--- config.mk ---
export PLATFORM = sky130hd
export DESIGN_NAME = bytemove_engine
export DESIGN_NICKNAME = d
export VERILOG_FILES = /design/src/rtl/bytemove_pkg.sv /design/src/rtl/bytemove_addr_unit.sv /design/src/rtl/bytemove_counter.sv /design/src/rtl/bytemove_ctrl.sv /design/src/rtl/bytemove_engine.sv
export SDC_FILE = /design/constraint.sdc
export NUM_CORES = 1
export LEC_CHECK = 0
export ABC_AREA = 1
export BUFFER_PORTS_ARGS = -buffer_cell sky130_fd_sc_hd__clkbuf_2
export CORE_UTILIZATION = 31
export CTS_CLUSTER_SIZE = 10
export DETAILED_ROUTE_END_ITERATION = 12
export PLACE_DENSITY = 0.5
export SLEW_MARGIN = 20
export SYNTH_ARGS = -nofsm -noshare
export SYNTH_HDL_FRONTEND = slang
export SYNTH_SLANG_ARGS = --single-unit
--- constraint.sdc ---
create_clock -name clk -period 2.9 [get_ports clk]
set_input_delay 0.435 -clock clk [delete_from_list [all_inputs] [get_ports clk]]
set_output_delay 0.435 -clock clk [all_outputs]
set_load 0.01 [all_outputs]
--- src/rtl/bytemove_pkg.sv ---
`timescale 1ns/1ps
package bytemove_pkg;

    localparam int ADDR_W = 16;
    localparam int DATA_W = 8;
    localparam int MODE_W = 3;

    typedef enum logic [1:0] {
        STEP_UP     = 2'd0,
        STEP_DOWN   = 2'd1,
        STEP_HOLD   = 2'd2,
        STEP_TOGGLE = 2'd3
    } step_kind_e;

    typedef struct packed {
        step_kind_e src;
        step_kind_e dst;
    } step_pair_t;

    typedef enum logic [1:0] {
        ST_IDLE  = 2'd0,
        ST_READ  = 2'd1,
        ST_WRITE = 2'd2
    } xfer_state_e;

    // Mode code to per-side stepping; codes 5..7 fall back to code 0
    function automatic step_pair_t decode_mode(input logic [MODE_W-1:0] code);
        step_pair_t p;
        case (code)
            3'd1:    p = '{src: STEP_DOWN,   dst: STEP_DOWN};
            3'd2:    p = '{src: STEP_UP,     dst: STEP_HOLD};
            3'd3:    p = '{src: STEP_UP,     dst: STEP_TOGGLE};
            3'd4:    p = '{src: STEP_TOGGLE, dst: STEP_UP};
            default: p = '{src: STEP_UP,     dst: STEP_UP};
        endcase
        return p;
    endfunction

endpackage

--- src/rtl/bytemove_addr_unit.sv ---
`timescale 1ns/1ps
module bytemove_addr_unit
    import bytemove_pkg::*;
#(
    parameter int AW = ADDR_W
) (
    input  logic          clk,
    input  logic          rst,
    input  logic          load,
    input  logic [AW-1:0] base_in,
    input  logic          advance,
    input  step_kind_e    kind,
    input  logic          phase,
    output logic [AW-1:0] addr
);
    localparam logic [AW-1:0] ONE = AW'(1);

    logic [AW-1:0] addr_q;
    logic [AW-1:0] base_q;
    logic [AW-1:0] addr_nx;

    always_comb begin
        unique case (kind)
            STEP_UP:     addr_nx = addr_q + ONE;
            STEP_DOWN:   addr_nx = addr_q - ONE;
            STEP_HOLD:   addr_nx = addr_q;
            STEP_TOGGLE: addr_nx = phase ? (addr_q - ONE) : (addr_q + ONE);
            default:     addr_nx = addr_q;
        endcase
    end

    always_ff @(posedge clk) begin
        if (rst) begin
            addr_q <= '0;
            base_q <= '0;
        end else if (load) begin
            addr_q <= base_in;
            base_q <= base_in;
        end else if (advance) begin
            addr_q <= addr_nx;
        end
    end

    assign addr = addr_q;

    AST_HOLD_FIXED: assert property (@(posedge clk) disable iff (rst)
        (advance && kind == STEP_HOLD) |=> $stable(addr));

    AST_TOGGLE_SPAN: assert property (@(posedge clk) disable iff (rst)
        (kind == STEP_TOGGLE && !load) |-> ((addr - base_q) <= ONE));

endmodule

--- src/rtl/bytemove_counter.sv ---
`timescale 1ns/1ps
module bytemove_counter #(
    parameter int CW = 16
) (
    input  logic          clk,
    input  logic          rst,
    input  logic          load,
    input  logic [CW-1:0] len_in,
    input  logic          dec,
    output logic          last
);
    logic [CW-1:0] cnt_q;

    // A length of zero wraps through all values, giving 2**CW bytes
    always_ff @(posedge clk) begin
        if (rst)       cnt_q <= '0;
        else if (load) cnt_q <= len_in;
        else if (dec)  cnt_q <= cnt_q - CW'(1);
    end

    assign last = (cnt_q == CW'(1));

endmodule

--- src/rtl/bytemove_ctrl.sv ---
`timescale 1ns/1ps
module bytemove_ctrl
    import bytemove_pkg::*;
(
    input  logic clk,
    input  logic rst,
    input  logic start,
    input  logic rd_valid,
    input  logic wr_ack,
    input  logic last,
    output logic rd_req,
    output logic wr_req,
    output logic load,
    output logic capture,
    output logic advance,
    output logic phase,
    output logic busy,
    output logic done
);
    xfer_state_e state_q, state_nx;
    logic        phase_q;
    logic        done_q;

    always_comb begin
        load    = (state_q == ST_IDLE)  && start;
        capture = (state_q == ST_READ)  && rd_valid;
        advance = (state_q == ST_WRITE) && wr_ack;
        rd_req  = (state_q == ST_READ);
        wr_req  = (state_q == ST_WRITE);
        busy    = (state_q != ST_IDLE);
        state_nx = state_q;
        unique case (state_q)
            ST_IDLE:  if (start)    state_nx = ST_READ;
            ST_READ:  if (rd_valid) state_nx = ST_WRITE;
            ST_WRITE: if (wr_ack)   state_nx = last ? ST_IDLE : ST_READ;
            default:                state_nx = ST_IDLE;
        endcase
    end

    always_ff @(posedge clk) begin
        if (rst) begin
            state_q <= ST_IDLE;
            phase_q <= 1'b0;
            done_q  <= 1'b0;
        end else begin
            state_q <= state_nx;
            done_q  <= advance && last;
            if (load)         phase_q <= 1'b0;
            else if (advance) phase_q <= ~phase_q;
        end
    end

    assign phase = phase_q;
    assign done  = done_q;

    AST_DONE_PULSE: assert property (@(posedge clk) disable iff (rst)
        done |=> !done);

    AST_DONE_AFTER_ACK: assert property (@(posedge clk) disable iff (rst)
        done |-> ($past(wr_req && wr_ack) && !busy));

    AST_BUSY_FROM_START: assert property (@(posedge clk) disable iff (rst)
        $rose(busy) |-> $past(start));

endmodule

--- src/rtl/bytemove_engine.sv ---
`timescale 1ns/1ps
module bytemove_engine
    import bytemove_pkg::*;
(
    input  logic              clk,
    input  logic              rst,
    input  logic              start,
    input  logic [ADDR_W-1:0] src_base,
    input  logic [ADDR_W-1:0] dst_base,
    input  logic [ADDR_W-1:0] length,
    input  logic [MODE_W-1:0] mode,
    output logic              busy,
    output logic              done,
    output logic              rd_req,
    output logic [ADDR_W-1:0] rd_addr,
    input  logic              rd_valid,
    input  logic [DATA_W-1:0] rd_data,
    output logic              wr_req,
    output logic [ADDR_W-1:0] wr_addr,
    output logic [DATA_W-1:0] wr_data,
    input  logic              wr_ack
);
    logic              load, capture, advance, phase, last;
    logic [MODE_W-1:0] mode_q;
    logic [DATA_W-1:0] data_q;
    step_pair_t        steps;

    always_ff @(posedge clk) begin
        if (rst) begin
            mode_q <= '0;
            data_q <= '0;
        end else begin
            if (load)    mode_q <= mode;
            if (capture) data_q <= rd_data;
        end
    end

    assign steps = decode_mode(mode_q);

    bytemove_ctrl u_ctrl (
        .clk      (clk),
        .rst      (rst),
        .start    (start),
        .rd_valid (rd_valid),
        .wr_ack   (wr_ack),
        .last     (last),
        .rd_req   (rd_req),
        .wr_req   (wr_req),
        .load     (load),
        .capture  (capture),
        .advance  (advance),
        .phase    (phase),
        .busy     (busy),
        .done     (done)
    );

    bytemove_counter #(.CW(ADDR_W)) u_count (
        .clk    (clk),
        .rst    (rst),
        .load   (load),
        .len_in (length),
        .dec    (advance),
        .last   (last)
    );

    bytemove_addr_unit #(.AW(ADDR_W)) u_src (
        .clk     (clk),
        .rst     (rst),
        .load    (load),
        .base_in (src_base),
        .advance (advance),
        .kind    (steps.src),
        .phase   (phase),
        .addr    (rd_addr)
    );

    bytemove_addr_unit #(.AW(ADDR_W)) u_dst (
        .clk     (clk),
        .rst     (rst),
        .load    (load),
        .base_in (dst_base),
        .advance (advance),
        .kind    (steps.dst),
        .phase   (phase),
        .addr    (wr_addr)
    );

    assign wr_data = data_q;

    AST_REQ_EXCLUSIVE: assert property (@(posedge clk) disable iff (rst)
        !(rd_req && wr_req));

    AST_RD_HOLD: assert property (@(posedge clk) disable iff (rst)
        (rd_req && !rd_valid) |=> (rd_req && $stable(rd_addr)));

    AST_WR_HOLD: assert property (@(posedge clk) disable iff (rst)
        (wr_req && !wr_ack) |=> (wr_req && $stable(wr_addr) && $stable(wr_data)));

    AST_START_IGNORED: assert property (@(posedge clk) disable iff (rst)
        (busy && start) |=> $stable(mode_q));

endmodule

* Word level (Yosys, flattened, before mapping)
Cells that the tools add are included.
** Word-level totals
- Word-level logic and storage cells :: 61
- Output and inout port bits :: 44
- Register bits :: 63
- Bits of input ports :: 64
** Operators by class
- Reduce and logical (&&, ||, !) cells :: 13
- Bitwise gates (word level) :: 1
- Multiplexer cells :: 16
- Equal/unequal tests :: 18
- $add $sub $neg :: 5
** Operators by type and width (number)
- 2-to-1 mux 16 bit :: 8
- one-hot mux 16 bit (3 select lines) :: 2
- subtractor 16 x 1 -> 16 bit, second input constant :: 3
- adder 16 x 1 -> 16 bit, second input constant :: 2
- == test 16 x 1 -> 1 bit, second input constant :: 1
- one-hot mux 4 bit (4 select lines) :: 1
- == test 2 bit, second input constant :: 5
- == test 2 x 1 -> 1 bit, second input constant :: 3
- == test 3 x 2 -> 1 bit, second input constant :: 2
- logical NOT 2 bit :: 3
- 2-to-1 mux 2 bit :: 3
- != test 2 bit, second input constant :: 3
- one-hot mux 2 bit (3 select lines) :: 1
- logical AND 1 bit :: 4
- != test 2 x 1 -> 1 bit, second input constant :: 2
- AND reduction 2 bit :: 2
- nonzero test 2 bit :: 2
- == test 3 x 1 -> 1 bit, second input constant :: 1
- == test 3 bit, second input constant :: 1
- AND reduction 3 bit :: 1
- OR reduction 2 bit :: 1
- 2-to-1 mux 1 bit :: 1
- NOT 1 bit :: 1

* Logic depth before layout (Yosys ltp)
Gate-level depths: netlist of the first run.
- Depth after elaboration :: 6
- Mapped depth :: 13
- Mapped depth without buffers :: 12

* Cells and area by module
A second synthesis of the first run with hierarchy kept.
** Unflattened totals
- Cell total of the unflattened synthesis :: 809
- Area, all modules :: 4795.8 um^2
** By module, submodules not included
- bytemove_addr_unit :: area an instance 1452.6 um^2, times used 2, sequential area each 320.3 um^2, cells each 261
- bytemove_counter :: area an instance 1152.4 um^2, times used 1, sequential area each 320.3 um^2, cells each 172
- bytemove_engine :: area an instance 505.5 um^2, times used 1, sequential area each 220.2 um^2, cells each 79
- bytemove_ctrl :: area an instance 232.7 um^2, times used 1, sequential area each 80.1 um^2, cells each 36

* Worst setup path before layout of the first run
Ideal clock, no wire load.
- Path kind :: flip-flop to flip-flop
- Start point :: register u_src.addr_q[0], in the netlist u_src.addr[0]
- End point :: register u_src.addr_q[8], in the netlist u_src.addr[8]
- Required time :: 2830 ps
- Arrival :: 1488 ps
- Path buffers :: 0
- Setup time :: 70 ps
- Cell stages (with the launch flop) :: 10
- Path slack :: 1341 ps
- Cells stage by stage :: dfxtp_1 > ha_1 > nand2_1 > nor2_1 > inv_1 > o21bai_1 > nand3_1 > nand3_1 > nand2_1 > a21oi_1
** On the way
- Word-level cells in the longest chain between the ends :: 5
** RTL lines
- from (decl) :: RTL line bytemove_addr_unit.sv:18 : logic [AW-1:0] addr_q;
- from (signal assigned) :: RTL line bytemove_addr_unit.sv:37 : addr_q <= base_in;
- from (signal assigned) :: RTL line bytemove_addr_unit.sv:40 : addr_q <= addr_nx;
- adder 16 x 1 -> 16 bit or subtractor 16 x 1 -> 16 bit (tied branches) :: RTL line bytemove_addr_unit.sv:24, bytemove_addr_unit.sv:27, bytemove_addr_unit.sv:25
- 2-to-1 mux 16 bit :: RTL line bytemove_addr_unit.sv:27 : STEP_TOGGLE: addr_nx = phase ? (addr_q - ONE) : (addr_q + ONE);
- one-hot mux 16 bit (3 select lines) (*) :: RTL line bytemove_addr_unit.sv:23 : unique case (kind)
- 2-to-1 mux 16 bit (*) :: RTL line bytemove_addr_unit.sv:39 : end else if (advance) begin
- 2-to-1 mux 16 bit (*) :: RTL line bytemove_addr_unit.sv:36 : end else if (load) begin
Every way passes the cells marked *; elsewhere a longest branch is shown, timed or not. The select of a mux whose other input is x is not followed.
A chain may end at the register's enable or synchronous reset.

* Worst setup path after layout of the first run
- Start point :: register mode_q[1]
- End point :: register u_dst.addr_q[5], in the netlist u_dst.addr[5]
** On the way
- Word-level cells in the longest chain between the ends :: 6
** RTL lines
- from (decl) :: RTL line bytemove_engine.sv:24 : logic [MODE_W-1:0] mode_q;
- from (signal assigned) :: RTL line bytemove_engine.sv:33 : if (load) mode_q <= mode;
- == test 3 bit (tied with other cells) :: RTL line bytemove_pkg.sv:29 : case (code)
- one-hot mux 4 bit (4 select lines) (*) :: RTL line bytemove_pkg.sv:29
- == test 2 bit (tied with other cells) :: RTL line bytemove_addr_unit.sv:23
- one-hot mux 16 bit (3 select lines) :: RTL line bytemove_addr_unit.sv:23
- 2-to-1 mux 16 bit :: RTL line bytemove_addr_unit.sv:39
- 2-to-1 mux 16 bit :: RTL line bytemove_addr_unit.sv:36
- to (signal assigned) :: RTL line bytemove_addr_unit.sv:37
- to (signal assigned) :: RTL line bytemove_addr_unit.sv:40
- to (decl) :: RTL line bytemove_addr_unit.sv:18
Marks and branches as above.

==> results_dict.tcl, run 1 <==
set metrics [dict create \
    crit_buf_inv 2 \
    critPathMaxStageDelay_ps 640 \
    hold_slack_ps 330 \
    clock_skew_ps 5.22 \
    fill_cells 1743 \
    grt_max_degree 42 \
    path_depth 8 \
    cts.sinks 63 \
    crit_family "compound AO/OA/AOI/OAI gates" \
    start_kind "flip-flop" \
    crit_path_end_kind "flip-flop" \
    synth-main-ff-cell "dfxtp_1" \
    p_leak_nw 2.68 \
    grt_overflow_total 0 \
    synth_simple_gate_area_share_pct 42.6 \
    cts_resized 0 \
    synth_top_cell_area_share_pct 26.2 \
    grt_pass1_vias 5102 \
    cp.arrival_ps 2410 \
    synthesis.area_um2 4810 \
    nNetsFinal 988 \
    status "finished clean" \
    drtPass1Iterations 7 \
    synth_edf_count 0 \
    post_cts_buffers 0 \
    yosysMostFrequentCell "nand2_1" \
    layout_min_cycle_time_ps 2140 \
    synth.avg_cell_area_um2 5.74 \
    cp_max_fo 17 \
    wl_mm 15.6 \
    clk_pin_slew_ps 60 \
    worstMarginPinSlew_ps 763 \
    die_y_um 127 \
    cp_cell_sequence "inv_1 -> o21ai_2 -> inv_1 -> a21oi_1 -> o21ai_0 -> nand3_1 -> nand2_1 -> a21oi_1" \
    power.density_nw_per_um2 535 \
    holdBufCountCts 0 \
    yosys_warnings 0 \
    hpwlAfterDp_mm 11.5 \
    dr.first_iter.drc_count 313 \
    yosys.area_share.adder_pct 1.56 \
    synthTopCellsByArea "dfxtp_1, nand2_1, nand3_1, nor2_1, inv_1" \
    synth_compound_area_share_pct 15.8 \
    grt_setup_unrepaired "false" \
    fmaxAchievable_mhz 466 \
    numPortBuffers 107 \
    clockBufferDepth 2 \
    start_util_pct 31.7 \
    finalSetupViolations 0 \
    io_pins 108 \
    holdPathStages 3 \
    ir_drop_uv 305 \
    power_mw 3.05 \
    fin_tns_setup_ps 0 \
    postSynthRegisterBits 63 \
    die_w_um 127 \
    gp_congestion 0.849 \
    coreArea_um2 15100 \
    cts_root_buf "clkbuf_16" \
    synth_nets 907 \
    hold_class "in2reg" \
    synth_mux_area_share_pct 0 \
    vias_per_cell 4.92 \
    antenna_found_initial 0 \
    fin_util_pct 37.6 \
    critPathKind "reg2reg" \
    grt_pass1_wl_mm 25.9 \
    syn_inst 837 \
    syn_to_final_growth_pct 18.6 \
    cts_tree "built" \
    synth_top_area_cell "dfxtp_1" \
    synth-xor-area-share_pct 2.55 \
    maxSlewHeadroom_pct 49.1 \
    avgRoutedWirePerCell_um 14.1 \
    htreeDepth 3 \
    insertion_delay_ps 330 \
    cp_slowest_cell "o21ai_2" \
    synth_common_cells "nand2_1, nor2_1, nand3_1" \
    slew_viol_final 0 \
    antenna_cells 0 \
    required_ps 3170 \
    ys_types 37 \
    seq_area_frac_synth_pct 26.2 \
    finalCritPeriodShare_pct 73.9 \
    hold_viol_final 0 \
    cap_violations 0 \
    antenna_left 0 \
    num_vias 5457 \
    synthArstFlopShare_pct 0 \
    dieArea_um2 16000 \
    drc 0 \
    reg2reg_depth 8 \
    rows 45 \
    synth_top_family_by_area "simple AND/OR/NAND/NOR gates" \
    drive_gt1_share_pct 15.4 \
    track_usage_pct 20.1 \
    numCtsBuffers 9 \
]
worst register-to-register path, delay by kind of cell (launching register included):
| kind | cells | cell delay [ps] |
|---|---|---|
| AO/OA/AOI/OAI | 4 | 1050 |
| AND/OR/NAND/NOR | 2 | 150 |
| flip-flops | 1 | 320 |
| buffers and inverters | 2 | 540 |
worst paths after layout:
kind	start	end	slack, ps
worst max-delay path	mode_q[1]	u_dst.addr[5]	760
worst min-delay path	src_base[15]	u_src.addr[15]	330
worst max register to register	mode_q[1]	u_dst.addr[5]	760
worst min register to register	wr_data[5]	wr_data[5]	460
cell families after synthesis:
| logic type | count (synthesis) |
|---|---|
| fa+ha+maj | 6 |
| compound gates | 134 |
| buf+inv | 134 |
| xor+xnor | 14 |
| flops | 63 |
| simple gates | 486 |
placed cells by master, fill, tap and decap left out, drive strengths merged:
cell and count:
a211oi 2, a21oi 56, a221oi 1, a31oi 7, a32oi 1, and2 1, buf 10, clkbuf 119
clkinv 2, clkinvlp 2, dfxtp 63, ha 6, inv 86, nand2 225, nand3 107, nand3b 5
nand4 12, nor2 122, nor3 5, nor4 2, o2111ai 3, o211ai 5, o21ai 51, o21bai 4
o22ai 1, o311ai 2, o31ai 1, or2 6, or3 1, xnor2 1, xor2 13
sequential cells by signal (all words and copies together), names as in the netlist:
register,flops
u_src.addr,16
mode_q,3
u_dst.addr,16
wr_data,8
u_count.cnt_q,16
u_ctrl.state_q,2
u_ctrl.phase,1
u_ctrl.done,1
layer usage:
layer  vias up  wire, um  global-route usage, %
met4         0       221                   5.10
met1      2436      7600                   26.8
li1       2888         -                      -
met2       114      7110                   32.7
met3        19       686                   4.68
met5         -         0                      0
power by group:
part / switching, mW / internal, mW
clock network: 0.399 / 0.595
logic: 0.636 / 0.352
registers: 0.126 / 0.942
total: 1.16 / 1.89
stage by stage:
step | instances | instance area, um^2 | setup WS (ps)
2_1_floorplan | 837 | 4810 | 1340
3_3_place_gp | 1095 | 5440 | 764
3_5_place_dp | 1095 | 5440 | 713
4_1_cts | 1110 | 5700 | 727
5_1_grt | 1110 | 5700 | 489
6_report | 1110 | 5700 | 756
layout make-up:
cell class | instances | area [um^2] | share of cell area, %
multi-input combinational | 640 | 3000 | 52.6
sequential | 63 | 1260 | 22.1
timing repair buffer | 117 | 611 | 10.7
inverter | 87 | 327 | 5.73
clock buffer | 12 | 246 | 4.32
tap | 188 | 235 | 4.13
clock inverter | 3 | 20.0 | 0.351
(Power assumes the default switching activity.)
==> inputs of run 2 (changes only) <==
--- a/config.mk
+++ b/config.mk
@@ -10,7 +10,7 @@
 export CORE_UTILIZATION = 31
 export CTS_CLUSTER_SIZE = 10
 export DETAILED_ROUTE_END_ITERATION = 12
-export PLACE_DENSITY = 0.5
+export PLACE_DENSITY = 0.51
 export SLEW_MARGIN = 20
 export SYNTH_ARGS = -nofsm -noshare
 export SYNTH_HDL_FRONTEND = slang
==> constraint.sdc (replaced) <==
create_clock -name clk -period 1.8 [get_ports clk]
set_input_delay 0.27 -clock clk [delete_from_list [all_inputs] [get_ports clk]]
set_output_delay 0.27 -clock clk [all_outputs]
set_load 0.01 [all_outputs]
==> run 2 against run 1 <==
Flip-flop and latch count stayed put. Register-to-register slack worse by 590 ps. Sequential share of layout area is 1.1 points lower. Global-route usage is 0.20 points higher. Hold slack worse by 160 ps. Combinational power is 74% higher. Cell area is 5.2% higher. Critical path type unchanged.
==> results_dict.tcl, run 2 (synthesized netlist as in run 1, its figures left out) <==
set metrics [dict create \
    status "finished clean" \
    fin_tns_setup_ps 0 \
    hpwlAfterDp_mm 11.9 \
    rows 45 \
    r2r-end "u_src.addr[12]" \
    final_common_cell "nand2_1" \
    maxSlewHeadroom_pct 69.4 \
    insertion_delay_ps 340 \
    numCtsBuffers 9 \
    p_int_mw 3.46 \
    nNetsFinal 1015 \
    grt_pass1_vias 5107 \
    avgRoutedWirePerCell_um 13.9 \
    layout_min_cycle_time_ps 1630 \
    drc 0 \
    finalCritPeriodShare_pct 90.6 \
    drtPass1Iterations 4 \
    power_frac_comb_pct 32.1 \
    multi_input_area_um2 3010 \
    track_usage_pct 20.3 \
    rrSetupSlack_ps 170 \
    cp_max_fo 7 \
    antenna_left 0 \
    worstReg2RegStart "u_src.addr[0]" \
    antenna_found_initial 0 \
    dr.first_iter.drc_count 236 \
    coreArea_um2 15100 \
    clockBufferDepth 2 \
    placed_area_um2 5660 \
    reg2reg_depth 11 \
    slew_viol_final 0 \
    power.switching_mw 1.91 \
    seq_area_um2 1260 \
    grt_overflow_total 0 \
    sw_frac_of_total_pct 35.6 \
    cap_violations 0 \
    cp.arrival_ps 1860 \
    wl_mm 15.8 \
    worstMarginPinSlew_ps 458 \
    fin_area_um2 6000 \
    start_util_pct 31.7 \
    drive_gt1_share_pct 18.6 \
    gp_congestion 0.846 \
    antenna_cells 0 \
    power_mw 5.37 \
    grt_pass1_wl_mm 25.8 \
    clkPwrFrac_pct 36.1 \
    finalSetupViolations 0 \
    start_kind "flip-flop" \
    num_vias 5570 \
    hold_viol_final 0 \
    final_cell_mix "nand2_1, nor2_1, clkbuf_2, nand3_1, inv_1" \
    cts_tree "built" \
    fmaxAchievable_mhz 613 \
    cts_root_buf "clkbuf_16" \
    vias_per_cell 4.90 \
    hold_class "in2reg" \
    ir_drop_uv 561 \
    pwr-share-seq_pct 31.8 \
    clk_pin_slew_ps 60 \
    critPathKind "reg2reg" \
    die_y_um 127 \
    required_ps 2030 \
    cts.sinks 63 \
    dieArea_um2 16000 \
    clock_skew_ps 6.61 \
    numPortBuffers 107 \
    crit_path_end_kind "flip-flop" \
    power.density_nw_per_um2 896 \
    hp-start "src_base[15]" \
    grt_max_degree 44 \
    io_pins 108 \
    fill_cells 1684 \
    grt_setup_unrepaired "false" \
    crit_path_start "u_src.addr[0]" \
    die_w_um 127 \
    hold_slack_ps 166 \
    endpoint "u_src.addr[12]" \
    p_leak_nw 2.85 \
    syn_to_final_growth_pct 24.8 \
    htreeDepth 3 \
]
## run 2: changes by cell type in the layout (fill, tap and decap cells not counted)
cell	before	now
buf_12	0	2
buf_4	10	35
bufinv_16	0	2
clkbuf_1	2	0
clkbuf_8	1	2
clkinv_2	1	0
clkinvlp_4	2	1
dfxtp_1	63	62
dfxtp_2	0	1
nor2_1	122	117
nor2_2	0	5
## run 2: area by class of cell
cell class | instances | area share, %
clock buffers | 11 | 4.21
flip-flops and latches | 63 | 21.1
inverters | 87 | 5.45
repair buffers | 144 | 14.0
clock inverters | 3 | 1.13
well taps | 188 | 3.92
multi-input cells | 640 | 50.3
## run 2: worst min-delay path by stage
| stage | endpoint | slack (ps) | cells past startpoint |
|---|---|---|---|
| after floorplan | u_src.addr[15] | 380 | 2 |
| after global placement | wr_data[5] | 450 | 2 |
| after detailed placement | wr_data[5] | 460 | 2 |
| after CTS | u_src.addr[15] | 150 | 3 |
| after global routing | wr_data[5] | 170 | 3 |
| final | u_src.addr[15] | 170 | 3 |
## run 2: layer usage
metal,vias up,share of wire (%),track usage [%]
met5,-,0,0
met4,0,1.0,4.96
met3,12,3.7,4.43
met2,88,46,34.8
met1,2541,49,25.9
li1,2929,-,-
## run 2: power by group through the flow
stage | logic, mW | clock network (mW) | registers [mW]
2_1_floorplan | 1.20 | 0 | 1.67
3_3_place_gp | 1.73 | 0 | 1.73
5_1_grt | 1.98 | 2.06 | 1.73
3_5_place_dp | 1.72 | 0 | 1.73
4_1_cts | 1.73 | 1.99 | 1.71
6_report | 1.72 | 1.94 | 1.71
## run 2: through the flow
stage	cells	setup WS, ps	util (%)
final	1136	169	39.6
after global routing	1136	5.44	39.6
after CTS	1136	148	39.5
after detailed placement	1122	169	37.4
after global placement	1122	170	37.4
after floorplan	837	241	-
## run 2: critical path, cell delays in order (launching register included)
cell     delay [ps]
dfxtp_1         430
inv_1           130
ha_1            250
nand2_1         130
nor2_2           70
buf_4           150
nand2_1          60
nand2_1          50
nand3_1          70
nand3_1          70
nand2_1          70
a21oi_1          50
## run 2: timing repair
action / in CTS / in global routing
endpoints found under the setup margin: 0 / 9
setup buffers: 0 / 0
hold buffers: 0 / 0
gates resized for setup: 0 / 6
